**src/rtl/pcn_pkg.sv**
```systemverilog
package pcn_pkg;

    localparam int unsigned WORD_W  = 32;
    localparam int unsigned OPC_W   = 6;
    localparam int unsigned OFF_W   = 16;
    localparam int unsigned IDX_W   = 26;
    localparam int unsigned SEG_W   = 4;
    localparam int unsigned ALIGN_W = 2;
    localparam int unsigned EXT_W   = WORD_W - OFF_W - ALIGN_W;

    localparam logic [OPC_W-1:0] OPC_JUMP = 6'd2;
    localparam logic [OPC_W-1:0] OPC_BEQ  = 6'd4;

    localparam logic [WORD_W-1:0] STEP = WORD_W'(1 << ALIGN_W);

    typedef enum logic [1:0] {
        SEL_SEQ    = 2'd0,
        SEL_BRANCH = 2'd1,
        SEL_JUMP   = 2'd2
    } nsel_e;

    typedef struct packed {
        logic [WORD_W-1:0] seq;
        logic [WORD_W-1:0] branch;
        logic [WORD_W-1:0] jump;
    } cand_t;

    function automatic logic [WORD_W-1:0] scale_off(input logic [OFF_W-1:0] off);
        return {{EXT_W{off[OFF_W-1]}}, off, {ALIGN_W{1'b0}}};
    endfunction

    function automatic logic [WORD_W-1:0] join_jump(input logic [SEG_W-1:0] seg,
                                                    input logic [IDX_W-1:0] idx);
        return {seg, idx, {ALIGN_W{1'b0}}};
    endfunction

endpackage

```
**src/rtl/pcn_decode.sv**
```systemverilog
module pcn_decode
    import pcn_pkg::*;
(
    input  logic [OPC_W-1:0]  opc,
    input  logic [WORD_W-1:0] op_a,
    input  logic [WORD_W-1:0] op_b,
    output nsel_e             sel
);
    logic is_beq;
    logic is_jump;
    logic ops_equal;

    assign is_beq    = (opc == OPC_BEQ);
    assign is_jump   = (opc == OPC_JUMP);
    assign ops_equal = (op_a == op_b);

    always_comb begin
        sel = SEL_SEQ;
        if (is_jump)
            sel = SEL_JUMP;
        else if (is_beq && ops_equal)
            sel = SEL_BRANCH;
    end
endmodule

```
**src/rtl/pcn_target.sv**
```systemverilog
module pcn_target
    import pcn_pkg::*;
(
    input  logic [WORD_W-1:0] cur_pc,
    input  logic [IDX_W-1:0]  idx,
    output cand_t             cand
);
    always_comb begin
        cand.seq    = cur_pc + STEP;
        cand.branch = cand.seq + scale_off(idx[OFF_W-1:0]);
        cand.jump   = join_jump(cur_pc[WORD_W-1 -: SEG_W], idx);
    end
endmodule

```
**src/rtl/pcn_unit.sv**
```systemverilog
module pcn_unit
    import pcn_pkg::*;
#(
    parameter logic [31:0] RESET_VEC = 32'h0000_0000
) (
    input  logic        clk,
    input  logic        rst,
    input  logic        en,
    input  logic [31:0] instr,
    input  logic [31:0] rs_val,
    input  logic [31:0] rt_val,
    output logic [31:0] pc,
    output logic        redirect
);
    nsel_e             sel;
    cand_t             cand;
    logic [WORD_W-1:0] next_pc;

    pcn_decode u_decode (
        .opc  (instr[WORD_W-1 -: OPC_W]),
        .op_a (rs_val),
        .op_b (rt_val),
        .sel  (sel)
    );

    pcn_target u_target (
        .cur_pc (pc),
        .idx    (instr[IDX_W-1:0]),
        .cand   (cand)
    );

    always_comb begin
        unique case (sel)
            SEL_BRANCH: next_pc = cand.branch;
            SEL_JUMP:   next_pc = cand.jump;
            default:    next_pc = cand.seq;
        endcase
    end

    always_ff @(posedge clk) begin
        if (rst) begin
            pc       <= RESET_VEC;
            redirect <= 1'b0;
        end else begin
            if (en)
                pc <= next_pc;
            redirect <= en && (sel != SEL_SEQ);
        end
    end
endmodule

```
**config.mk**
```make
export PLATFORM = sky130hd
export DESIGN_NAME = pcn_unit
export DESIGN_NICKNAME = d
export VERILOG_FILES = /design/src/rtl/pcn_pkg.sv /design/src/rtl/pcn_decode.sv /design/src/rtl/pcn_target.sv /design/src/rtl/pcn_unit.sv
export SDC_FILE = /design/constraint.sdc
export NUM_CORES = 1
export LEC_CHECK = 0
export CAP_MARGIN = 0
export CORE_UTILIZATION = 52
export CTS_BUF_LIST = sky130_fd_sc_hd__clkbuf_8
export DETAILED_ROUTE_END_ITERATION = 10
export PLACE_DENSITY = 0.86
export SYNTH_ARGS = -nofsm -noshare
export SYNTH_HDL_FRONTEND = slang
export SYNTH_HIERARCHICAL = 1
export SYNTH_SLANG_ARGS = --single-unit
```
**constraint.sdc**
```tcl
create_clock -name clk -period 7.1 [get_ports clk]
set_input_delay 1.42 -clock clk [delete_from_list [all_inputs] [get_ports clk]]
set_output_delay 1.42 -clock clk [all_outputs]
set_load 0.1 [all_outputs]
```
## Word level (Yosys, flattened, before mapping)

Cells that the tools add are included.

| cells by class | value |
|---|---|
| $add $sub $neg | 2 |
| $mul | 0 |
| div/mod/pow operators | 0 |
| magnitude comparators | 0 |
| eq/ne operators | 5 |
| shifts and indexed selects | 0 |
| muxes and demuxes | 3 |
| bitwise gates (word level) | 1 |
| reductions and logical operators | 4 |

Operators by type and width:

| cell | count |
|---|---|
| one-hot mux 32 bit (2 select lines) | 1 |
| adder 32 x 3 -> 32 bit, second input constant | 1 |
| adder 32 bit | 1 |
| == test 32 bit | 1 |
| == test 6 x 2 -> 1 bit, second input constant | 1 |
| == test 6 x 3 -> 1 bit, second input constant | 1 |
| == test 2 x 1 -> 1 bit, second input constant | 1 |
| == test 2 bit, second input constant | 1 |
| logical AND 1 bit | 2 |
| two-way mux 2 bit | 1 |
| AND reduction 2 bit | 1 |
| nonzero test 2 bit | 1 |
| two-way mux 1 bit | 1 |
| inverter 1 bit | 1 |

| storage, ports and cells | value |
|---|---|
| register bits after elaboration | 33 |
| latch bits | 0 |
| bits in writable memories | 0 |
| bits in read-only memories | 0 |
| bits of input ports | 99 |
| output and inout bits | 33 |
| logic and storage cells | 18 |
| memories kept | 0 |

## Depth between registers and ports, before layout

Gate-level depths: netlist of the first run.

| depth | value |
|---|---|
| depth in word-level cells | 7 |
| mapped depth | 18 |
| gate-level depth less buffers | 16 |

## Modules after synthesis

Netlist of the first run, hierarchy kept.

By module, submodules not included:

| module | times used | cells each | area an instance (um^2) | seq. area each (um^2) |
|---|---|---|---|---|
| pcn_target | 1 | 364 | 2,547.4 | 0.0 |
| pcn_unit | 1 | 158 | 1,851.8 | 660.6 |
| pcn_decode | 1 | 47 | 386.6 | 0.0 |

## Worst setup path after synthesis of the first run

OpenSTA, ideal clock, no wires.

| path | value |
|---|---|
| path kind | flip-flop to flip-flop |
| from | register pc[5] |
| to | register pc[30] |
| setup time | 125 ps |
| arrival | 4,093 ps |
| data required time | 6,975 ps |
| path slack | 2,883 ps |
| stages on the path, launching flop included | 17 |
| path buffers | 1 |
| clock period less this slack | 4,217 ps |
| cells stage by stage | dfxtp_1 and4_4 and3_1 buf_4 and3_4 nand2_1 xnor2_1 ha_1 a21oi_1 o21ai_0 a221o_1 a21o_1 o211ai_1 o211ai_1 xor2_1 a221oi_2 nor3_2 |

RTL lines:

| item | RTL line | source |
|---|---|---|
| start, declared | pcn_unit.sv:12 | `output logic [31:0] pc,` |
| start signal, assigned | pcn_unit.sv:46 | `pc <= next_pc;` |

==> flow_results.org, run 1 <==
** Timing
- The hold violation total from the final report is 0.
- After layout, the worst setup slack is about 2.5 ns.
- Max-slew headroom :: 0.295
- RSZ-0062 raised after global routing :: no
- Total of endpoints with negative setup slack in the final report :: 0
- Clock skew after layout :: between 0.008 and 0.009 ns
- Achievable Freq :: around 220 MHz
- In the final timing run, aggregate negative setup slack is 0 ns.
- Slew Viols, Final :: 0
- Crit path time final :: 4.58 ns
- For the pin with the worst max-slew slack, the measured transition is ~1.1 ns.
- Dividing the final minimum period by the clock period gives 0.645.

** Route
- Routed vias :: 4721
- In the routed design, unresolved DRC markers number 6.
- The detailed router finished its first iteration with between 200 and 300 violations.
- Wire length on met1 :: 5510 µm
- Total length of routed met3 wires :: between 1000 and 1500 µm
- After detailed routing, the met2 layer carries 7390 µm of wire.
- Routed Antenna Nets :: 0
- After detailed routing, the total wire length is about 14000 µm.
- Per-cell routed wire length :: 19.2 µm
- Uppermost routed layer :: met4
- Number of optimization iterations in the first detailed-route pass :: 8
- Dividing the detail-routed via count by the number of cells gives approximately 6.3.

** GRT
- Entering global routing, the biggest net connects 37 pins.
- Via count of the first global-routing pass :: between 4000 and 5000
- The initial antenna violation count is 1.
- First-pass GRT wire length :: 23100 µm
- All-layer global routing usage :: 0.297
- Summed over all layers, the global routing overflow is 0.

** Run status
- The final reports fail on DRC.
- The run finished, with violations left.

** Place
- Summed over all nets, the half-perimeter wirelength after detailed placement is about 11000 µm.
- Routability Congestion :: approximately 1
- Port-buffer cells :: approximately 130
- Placed Area :: between 5000 and 6000 µm²
- Setup Slack @ Placement :: ~2.3 ns

** Yosys
- Dominant synthesized flop cell :: sky130_fd_sc_hd__dfxtp_1
- Cell count after synthesis :: around 570
- Post-synthesis instance area :: 4790 µm²
- Total of flip-flops plus latches after synthesis :: 33
- Synth warnings :: 6
- Average instance area after synthesis :: 8.41 µm²
- sky130_fd_sc_hd__dfxtp_1 takes more of the synthesized area than any other cell.
- Sorting the synthesized cells by area gives the leading types as sky130_fd_sc_hd__dfxtp_1 14%, sky130_fd_sc_hd__xor2_1 9.5%, sky130_fd_sc_hd__a221oi_2 9.4%, sky130_fd_sc_hd__ha_1 9.4%, sky130_fd_sc_hd__nor3_2 6.7%.
- Portion of synthesized cell area occupied by the leading cell type :: 0.138
- EDFF count, synth :: 0
- Number of distinct library cells after synthesis :: 65
- The share of the Yosys chip area taken by registers is 0.138.
- After synthesis, the share of flip-flops with an asynchronous set or reset is 0.

** Worst setup path
- The most critical setup path has its startpoint at instr[15].
- STA classifies the critical path startpoint as an input pin.
- Highest net fanout along the worst path :: 16
- Worst reg-to-reg setup slack :: approximately 3 ns
- Series of cell instances along the critical path :: clkdlybuf4s50_1 -> ha_1 -> a21oi_1 -> o21ai_0 -> a221o_1 -> a21o_1 -> o211ai_1 -> o211ai_1 -> xor2_1 -> a221oi_2 -> nor3_2
- Largest stage delay on the critical path :: 0.82 ns
- Reg2Reg Launch Point :: pc[4]$_SDFFE_PP0P_
- Worst reg2reg path depth :: 15
- STA classifies the critical path endpoint as a flop.
- FF-to-FF End :: pc[30]$_SDFFE_PP0P_
- Counting stages on the worst path, the most repeated cell is sky130_fd_sc_hd__o211ai_1.
- WS Path Type :: input pin to flop
- Crit-path slowest cell :: sky130_fd_sc_hd__clkdlybuf4s50_1
- CP required :: 7.25 ns
- At the worst endpoint, the arrival time is about 4.7 ns.

** Floorplanning
- Full die area :: 9590 µm²
- For this configuration, the core starts out at a cell density of 0.543.
- Std-Cell Rows :: 34
- For this design the top-level I/O count stands at 132.
- From left edge to right edge, the die measures 97.9 µm.
- Vertical extent of the die :: roughly 98 µm
- After floorplanning, the core was sized to cover between 8000 and 9000 µm².

** Pwr
- Power per standard cell area :: about 140 nW/µm²
- In this run the static leakage power is around 2.4 nW.
- The worst-case IR drop observed on VDD is slightly below 80 µV.

** Job
- Across the run, the number of max-cap violations was 0.

** Worst hold path
- Worst hold path startpoint :: pc[1]$_SDFFE_PP0P_
- Hold EP :: pc[1]$_SDFFE_PP0P_
- The worst hold path was traced through 2 stages.
- Type of the worst min-delay path :: flop to flop

** CTS
- TritonCTS clock tree :: done
- Buffers added to address setup during post-CTS repair amount to 0.
- Clock Latency Late Sink :: 0.29 ns
- Htree depth :: 2
- Root buffer cell :: sky130_fd_sc_hd__clkbuf_8
- In this run the deepest clock path goes through 2 buffers.
- Clock Sinks :: 33
- CTS Buf Count :: 5
- Clock-pin slew was measured on the worst setup and hold paths at ~0.08 ns.
- Count of hold buffers inserted by post-cts repair :: 0
- Post-CTS Resized :: 0

** Cells and area
- Final cell area excluding filler cells :: about 5900 µm²
- At the end of the flow, the number of nets in the layout was 777.
- The filler cells instantiated in the layout total between 700 and 800.
- In the final layout, the multi-input gates occupy between 3000 and 4000 µm².
- Relative to the synthesized area, the layout overhead comes to 23.5%.
- In the final layout, the share of cells above drive strength 1 is 0.148.
- Summing all flip-flop and latch instances after layout gives between 600 and 700 µm².
[per-stage QoR]
step / total power [mW] / utilization / hold WS (ns) / instances
floorplan: 0.518 / - / 1.05 / 570
global placement: 0.622 / 0.657 / 0.578 / 742
detailed placement: 0.631 / 0.657 / 0.589 / 742
CTS: 0.825 / 0.671 / 0.599 / 750
global route: 0.864 / 0.671 / 0.644 / 751
finish: 0.826 / 0.671 / 0.599 / 751
[logic make-up (layout without fill, tap and decap cells)]
| logic type | count (synthesis) | count (layout) | share of synthesized area |
|---|---|---|---|
| AO/OA/AOI/OAI | 159 | 159 | 0.273 |
| XOR/XNOR | 86 | 86 | 0.160 |
| adder cells (fa/ha/maj) | 37 | 37 | 0.0983 |
| buffers and inverters | 80 | 152 | 0.104 |
| flip-flops | 33 | 33 | 0.138 |
| multiplexers | 1 | 1 | 0.00209 |
| other | 1 | 3 | 0.000784 |
| AND/OR/NAND/NOR | 172 | 172 | 0.223 |
[synth_stat cells (2+ instances only)]
cell type / instances
sky130_fd_sc_hd__xor2_1: 52
sky130_fd_sc_hd__buf_4: 42
sky130_fd_sc_hd__nand2_1: 38
sky130_fd_sc_hd__ha_1: 36
sky130_fd_sc_hd__dfxtp_1: 33
sky130_fd_sc_hd__xnor2_1: 33
sky130_fd_sc_hd__nor3_2: 32
sky130_fd_sc_hd__o22ai_1: 32
sky130_fd_sc_hd__a21oi_1: 31
sky130_fd_sc_hd__a221oi_2: 30
sky130_fd_sc_hd__nor2_1: 23
sky130_fd_sc_hd__nand3_1: 18
sky130_fd_sc_hd__buf_2: 15
sky130_fd_sc_hd__o21ai_0: 15
sky130_fd_sc_hd__inv_1: 12
sky130_fd_sc_hd__a21o_1: 11
sky130_fd_sc_hd__nor4_1: 9
sky130_fd_sc_hd__and3_1: 8
sky130_fd_sc_hd__clkbuf_1: 8
sky130_fd_sc_hd__nand4_1: 8
sky130_fd_sc_hd__nor3_1: 7
sky130_fd_sc_hd__o21ai_1: 6
sky130_fd_sc_hd__o21bai_1: 6
sky130_fd_sc_hd__a31oi_1: 4
sky130_fd_sc_hd__and2_1: 3
sky130_fd_sc_hd__buf_6: 3
sky130_fd_sc_hd__nand2b_1: 3
sky130_fd_sc_hd__nor2b_1: 3
sky130_fd_sc_hd__nor3b_1: 3
sky130_fd_sc_hd__o21a_1: 3
sky130_fd_sc_hd__o21ai_2: 3
sky130_fd_sc_hd__a221oi_1: 2
sky130_fd_sc_hd__and4_1: 2
sky130_fd_sc_hd__nand2_4: 2
sky130_fd_sc_hd__o211ai_1: 2
sky130_fd_sc_hd__o31ai_1: 2
[sequential cells by signal (all words and copies together), names as in the netlist]
register  flops
pc           32
redirect      1
[worst max-delay path, delay by kind of cell]
kind / cells / cell delay [ns]
xor+xnor: 1 / 0.17
compound gates: 7 / 1.64
simple gates: 1 / 0.07
buf+inv: 1 / 0.82
fa+ha+maj: 1 / 0.60
[worst max-delay path by stage]
stage	to	cells past startpoint
after detailed placement	pc[30]$_SDFFE_PP0P_	11
after floorplan	pc[30]$_SDFFE_PP0P_	16
final	pc[30]$_SDFFE_PP0P_	11
after CTS	pc[30]$_SDFFE_PP0P_	11
after global placement	pc[30]$_SDFFE_PP0P_	11
after global routing	pc[30]$_SDFFE_PP0P_	11
[power by group]
group          leakage, nW  switching [mW]  internal [mW]
Sequential           0.273          0.0183          0.197
Clock               0.0626          0.0794          0.113
Combinational         2.09           0.254          0.163
Total                 2.42           0.352          0.474
[routing by layer]
layer / track usage / vias to the layer above
li1: - / 2229
met1: 0.334 / 2203
met2: 0.553 / 255
met3: 0.0422 / 34
met4: 0.131 / 0
met5: 0 / -
[area by class of cell]
type                    count  area share
clock buffers               6      0.0140
inverters                  12     0.00762
flip-flops and latches     33       0.112
multi-input cells         457       0.615
repair buffers            132       0.222
clock inverters             2     0.00572
well taps                 108      0.0229
diodes                      1    0.000424
[placed cells by master (no fill, tap or decap), types with 4 or more instances in the layout]
cell type / count
sky130_fd_sc_hd__clkdlybuf4s50_1: 130
sky130_fd_sc_hd__xor2_1: 52
sky130_fd_sc_hd__nand2_1: 38
sky130_fd_sc_hd__ha_1: 34
sky130_fd_sc_hd__dfxtp_1: 33
sky130_fd_sc_hd__xnor2_1: 33
sky130_fd_sc_hd__o22ai_1: 32
sky130_fd_sc_hd__nor3_2: 32
sky130_fd_sc_hd__a21oi_1: 31
sky130_fd_sc_hd__a221oi_2: 30
sky130_fd_sc_hd__nor2_1: 23
sky130_fd_sc_hd__nand3_1: 18
sky130_fd_sc_hd__o21ai_0: 15
sky130_fd_sc_hd__inv_1: 13
sky130_fd_sc_hd__a21o_1: 11
sky130_fd_sc_hd__nor4_1: 9
sky130_fd_sc_hd__nand4_1: 8
sky130_fd_sc_hd__and3_1: 8
sky130_fd_sc_hd__nor3_1: 7
sky130_fd_sc_hd__clkbuf_8: 6
sky130_fd_sc_hd__o21ai_1: 6
sky130_fd_sc_hd__o21bai_1: 6
sky130_fd_sc_hd__a31oi_1: 4
No activity file was read; power rests on OpenSTA's default activity.
==> run 2: changes to the inputs <==
Settings changed: CORE_UTILIZATION 52 to 51, PLACE_DENSITY 0.86 to 0.84.
Clock period 7.1 ns to 4.25 ns, I/O delays scaled along.
==> run 2 against run 1 <==
Effect of this change: the flow now finishes without violations; wire length is 0.19% higher; first-iteration DRC count up 9.7%; sequential share of layout area down 0.10 points; clock power is 92% higher; largest cell class unchanged; highest routed layer unchanged.
==> flow_results.org, run 2 (same netlist as run 1, synthesis figures left out) <==
** Worst setup path
- The startpoint identified for the worst register-to-register timing path is pc[4]$_SDFFE_PP0P_.
- Worst reg-to-reg setup slack :: ~0.22 ns
- Nature of the critical path endpoint :: flop
- Most frequent CP cell :: sky130_fd_sc_hd__o211ai_1
- The largest single stage delay on the critical path is between 0.4 and 0.5 ns.
- Kind of launch point of the worst setup path :: flop
- Arrival time worst endpoint :: between 4 and 5 ns
- The worst setup path is of the flop to flop kind.
- CP required :: roughly 4.4 ns
- Along the worst path, the maximum fanout reaches 7.
- For the worst flop-to-flop path, the logic depth is 15.
- Walking the worst path, the cells encountered are and4_4 -> and3_1 -> and3_4 -> nand2_1 -> xnor2_1 -> ha_1 -> a21oi_1 -> o21ai_0 -> a221o_1 -> a21o_1 -> o211ai_1 -> o211ai_1 -> xor2_1 -> a221oi_2 -> nor3_2.
- The endpoint identified for the worst register-to-register timing path is pc[30]$_SDFFE_PP0P_.
- Crit-path slowest cell :: sky130_fd_sc_hd__dfxtp_1

** Timing
- Setup violations remaining at the end of the flow were counted as 0.
- For the final routed database, the setup TNS stands at 0 ns.
- Setup repair after global routing left no endpoint under its margin.
- The clock period could shrink to about 4 ns.
- Achievable Freq :: 248 MHz
- Crit path setup slack, layout :: about 0.22 ns
- Worst Max-Slew Pin Slew :: between 1 and 1.5 ns
- Across the routed clock network, the largest skew measured is 0.00643 ns.
- Crit share post-route :: 0.949
- The hold violation total from the final report is 0.
- Max-slew headroom :: 0.315
- The final max-slew violation count was 0.

** Floorplanning
- In this run the horizontal extent of the chip is 98.9 µm.
- From bottom edge to top edge, the die measures around 100 µm.
- Pin placement for this block handled approximately 130 I/O pins.
- In this run the standard cell core region covers between 8000 and 9000 µm².
- Full die area :: around 10000 µm²
- Std-Cell Rows :: 34
- The initial utilization of the core area, before any placement, comes to 0.538.

** GRT
- The number of global-route vias before repair came to 4739.
- Summed over all layers, the global routing overflow is 0.
- The first global-routing pass estimated ~23000 µm of wire.
- All-layer global routing usage :: 0.292
- The initial antenna violation count is 1.
- Entering global routing, the biggest net connects 37 pins.

** CTS
- Htree depth :: 2
- Root buffer cell :: sky130_fd_sc_hd__clkbuf_8
- Maximum clock path buffer count :: 2
- Clock Sinks :: 33
- TritonCTS clock tree :: done
- Post-CTS Resized :: 0
- Clock edge transition at the registers on the reported setup and hold paths :: approximately 0.080 ns
- At the later pin of the worst-skew pair, clock insertion delay measures between 0.2 and 0.3 ns.
- CTS Buf Count :: 5
- Buffers inserted to repair hold after CTS numbered 0.
- In this run the post-CTS setup repair buffer count came out at 0.

** Cells and area
- Final Net Count :: ~780
- Total area of multi-input combinational cells :: ~3600 µm²
- Top flop regs :: pc: 32 flops, redirect: 1 flops
- Reg area :: 661 µm²
- Most frequent cells in the layout :: 130 x sky130_fd_sc_hd__clkdlybuf4s50_1, 52 x sky130_fd_sc_hd__xor2_1, 38 x sky130_fd_sc_hd__nand2_1
- In the final layout, the share of cells above drive strength 1 is 0.156.
- Flip-flop count of the largest register, all copies and words added :: 32
- For this run, the number of standard cells in the final layout without fillers is 756.
- Leaving out fill and tap cells, the most frequent cell in the layout is sky130_fd_sc_hd__clkdlybuf4s50_1.
- Most flop-heavy register :: pc
- Area growth syn-to-layout :: 24.6%
- Number of filler instances in the final layout :: 736

** Pwr
- Static Leak :: 2.45 nW
- Net switching power of the design :: 0.596 mW
- Clk network pwr share :: 0.258
- Worst vdd ir :: about 140 µV
- Power per standard cell area :: 240 nW/µm²
- Internal power comes to between 0.8 and 0.9 mW.
- Fraction of power spent switching nets :: 0.416
- Sequential fraction of design power :: 0.252
- The share of total power dissipated in combinational logic is 0.490.

** Worst hold path
- The worst hold path belongs to the class flop to flop.
- The worst hold path begins at pc[1]$_SDFFE_PP0P_.
- The path with the worst hold slack has its endpoint at pc[1]$_SDFFE_PP0P_.
- Hold Crit Depth :: 2

** Route
- DRC violation total after the first TritonRoute iteration :: ~300
- After detailed routing, the number of remaining DRC violations is 0.
- Routed vias :: approximately 4700
- Using the TritonRoute via totals, the vias-per-cell ratio works out to between 6 and 7.
- In the final routed layout, each cell accounts on average for between 15 and 20 µm.
- Number of optimization iterations in the first detailed-route pass :: 5
- Detailed Route WL :: 14500 µm
- The count of nets left with antenna violations once routing finished came out at 0.

** Place
- Timing analysis after detailed placement gives a worst setup slack of 0.288 ns.
- Port-buffer cells :: 131
- At the end of routability-driven placement, the weighted congestion stood at approximately 0.95.
- Once detailed placement completed, the half-perimeter wirelength came to about 11000 µm.
- Including well taps, the total number of placed cells is 747.

** Job
- Max cap viols :: 0

** Run status
- The run finished with clean final reports.
[run 2: stage by stage]
stage | area, µm² | power (mW) | utilization | hold WS [ns]
floorplan | 4790 | 0.865 | - | 1.05
global placement | 5830 | 1.04 | 0.655 | 0.583
detailed placement | 5830 | 1.06 | 0.655 | 0.596
CTS | 5960 | 1.43 | 0.670 | 0.608
global route | 5960 | 1.50 | 0.671 | 0.642
finish | 5960 | 1.43 | 0.671 | 0.603
[run 2: cell type report]
| cell class | count | area share |
|---|---|---|
| Inverter | 12 | 0.00755 |
| Antenna cell | 1 | 0.000420 |
| Clock buffer | 5 | 0.0115 |
| Clock inverter | 3 | 0.0109 |
| Multi-Input combinational cell | 457 | 0.610 |
| Timing Repair Buffer | 137 | 0.227 |
| Sequential cell | 33 | 0.111 |
| Tap cell | 108 | 0.0227 |
[run 2: how the worst max path moves through the flow]
stage	endpoint	depth (start not counted)	start	slack, ns
after global placement	pc[31]$_SDFFE_PP0P_	11	instr[15]	0.40
after floorplan	pc[30]$_SDFFE_PP0P_	16	pc[5]$_SDFFE_PP0P_	0.03
after global routing	pc[30]$_SDFFE_PP0P_	15	pc[4]$_SDFFE_PP0P_	0.03
after CTS	pc[30]$_SDFFE_PP0P_	14	pc[4]$_SDFFE_PP0P_	0.28
final	pc[30]$_SDFFE_PP0P_	15	pc[4]$_SDFFE_PP0P_	0.22
after detailed placement	pc[30]$_SDFFE_PP0P_	11	instr[15]	0.29
[run 2: power by group through the flow]
stage | Clock (mW) | Combinational (mW) | Sequential [mW]
6_report | 0.370 | 0.702 | 0.361
5_1_grt | 0.386 | 0.746 | 0.365
4_1_cts | 0.375 | 0.695 | 0.361
3_5_place_dp | 0 | 0.692 | 0.368
3_3_place_gp | 0 | 0.677 | 0.367
2_1_floorplan | 0 | 0.359 | 0.505
[run 2: critical path, delay by kind of cell (launching register included)]
| family | cells | cell delay, ns |
|---|---|---|
| AOI/OAI and AO/OA | 7 | 1.67 |
| and+or+nand+nor | 5 | 0.99 |
| adders and majority gates | 1 | 0.36 |
| xor gates and xnor gates | 2 | 0.43 |
| DFF | 1 | 0.45 |
[run 2: metal layers]
metal | wire, µm | global-route usage
met5 | 0 | 0
met4 | 295 | 0.0976
met1 | 5780 | 0.323
met2 | 7520 | 0.557
met3 | 859 | 0.0525
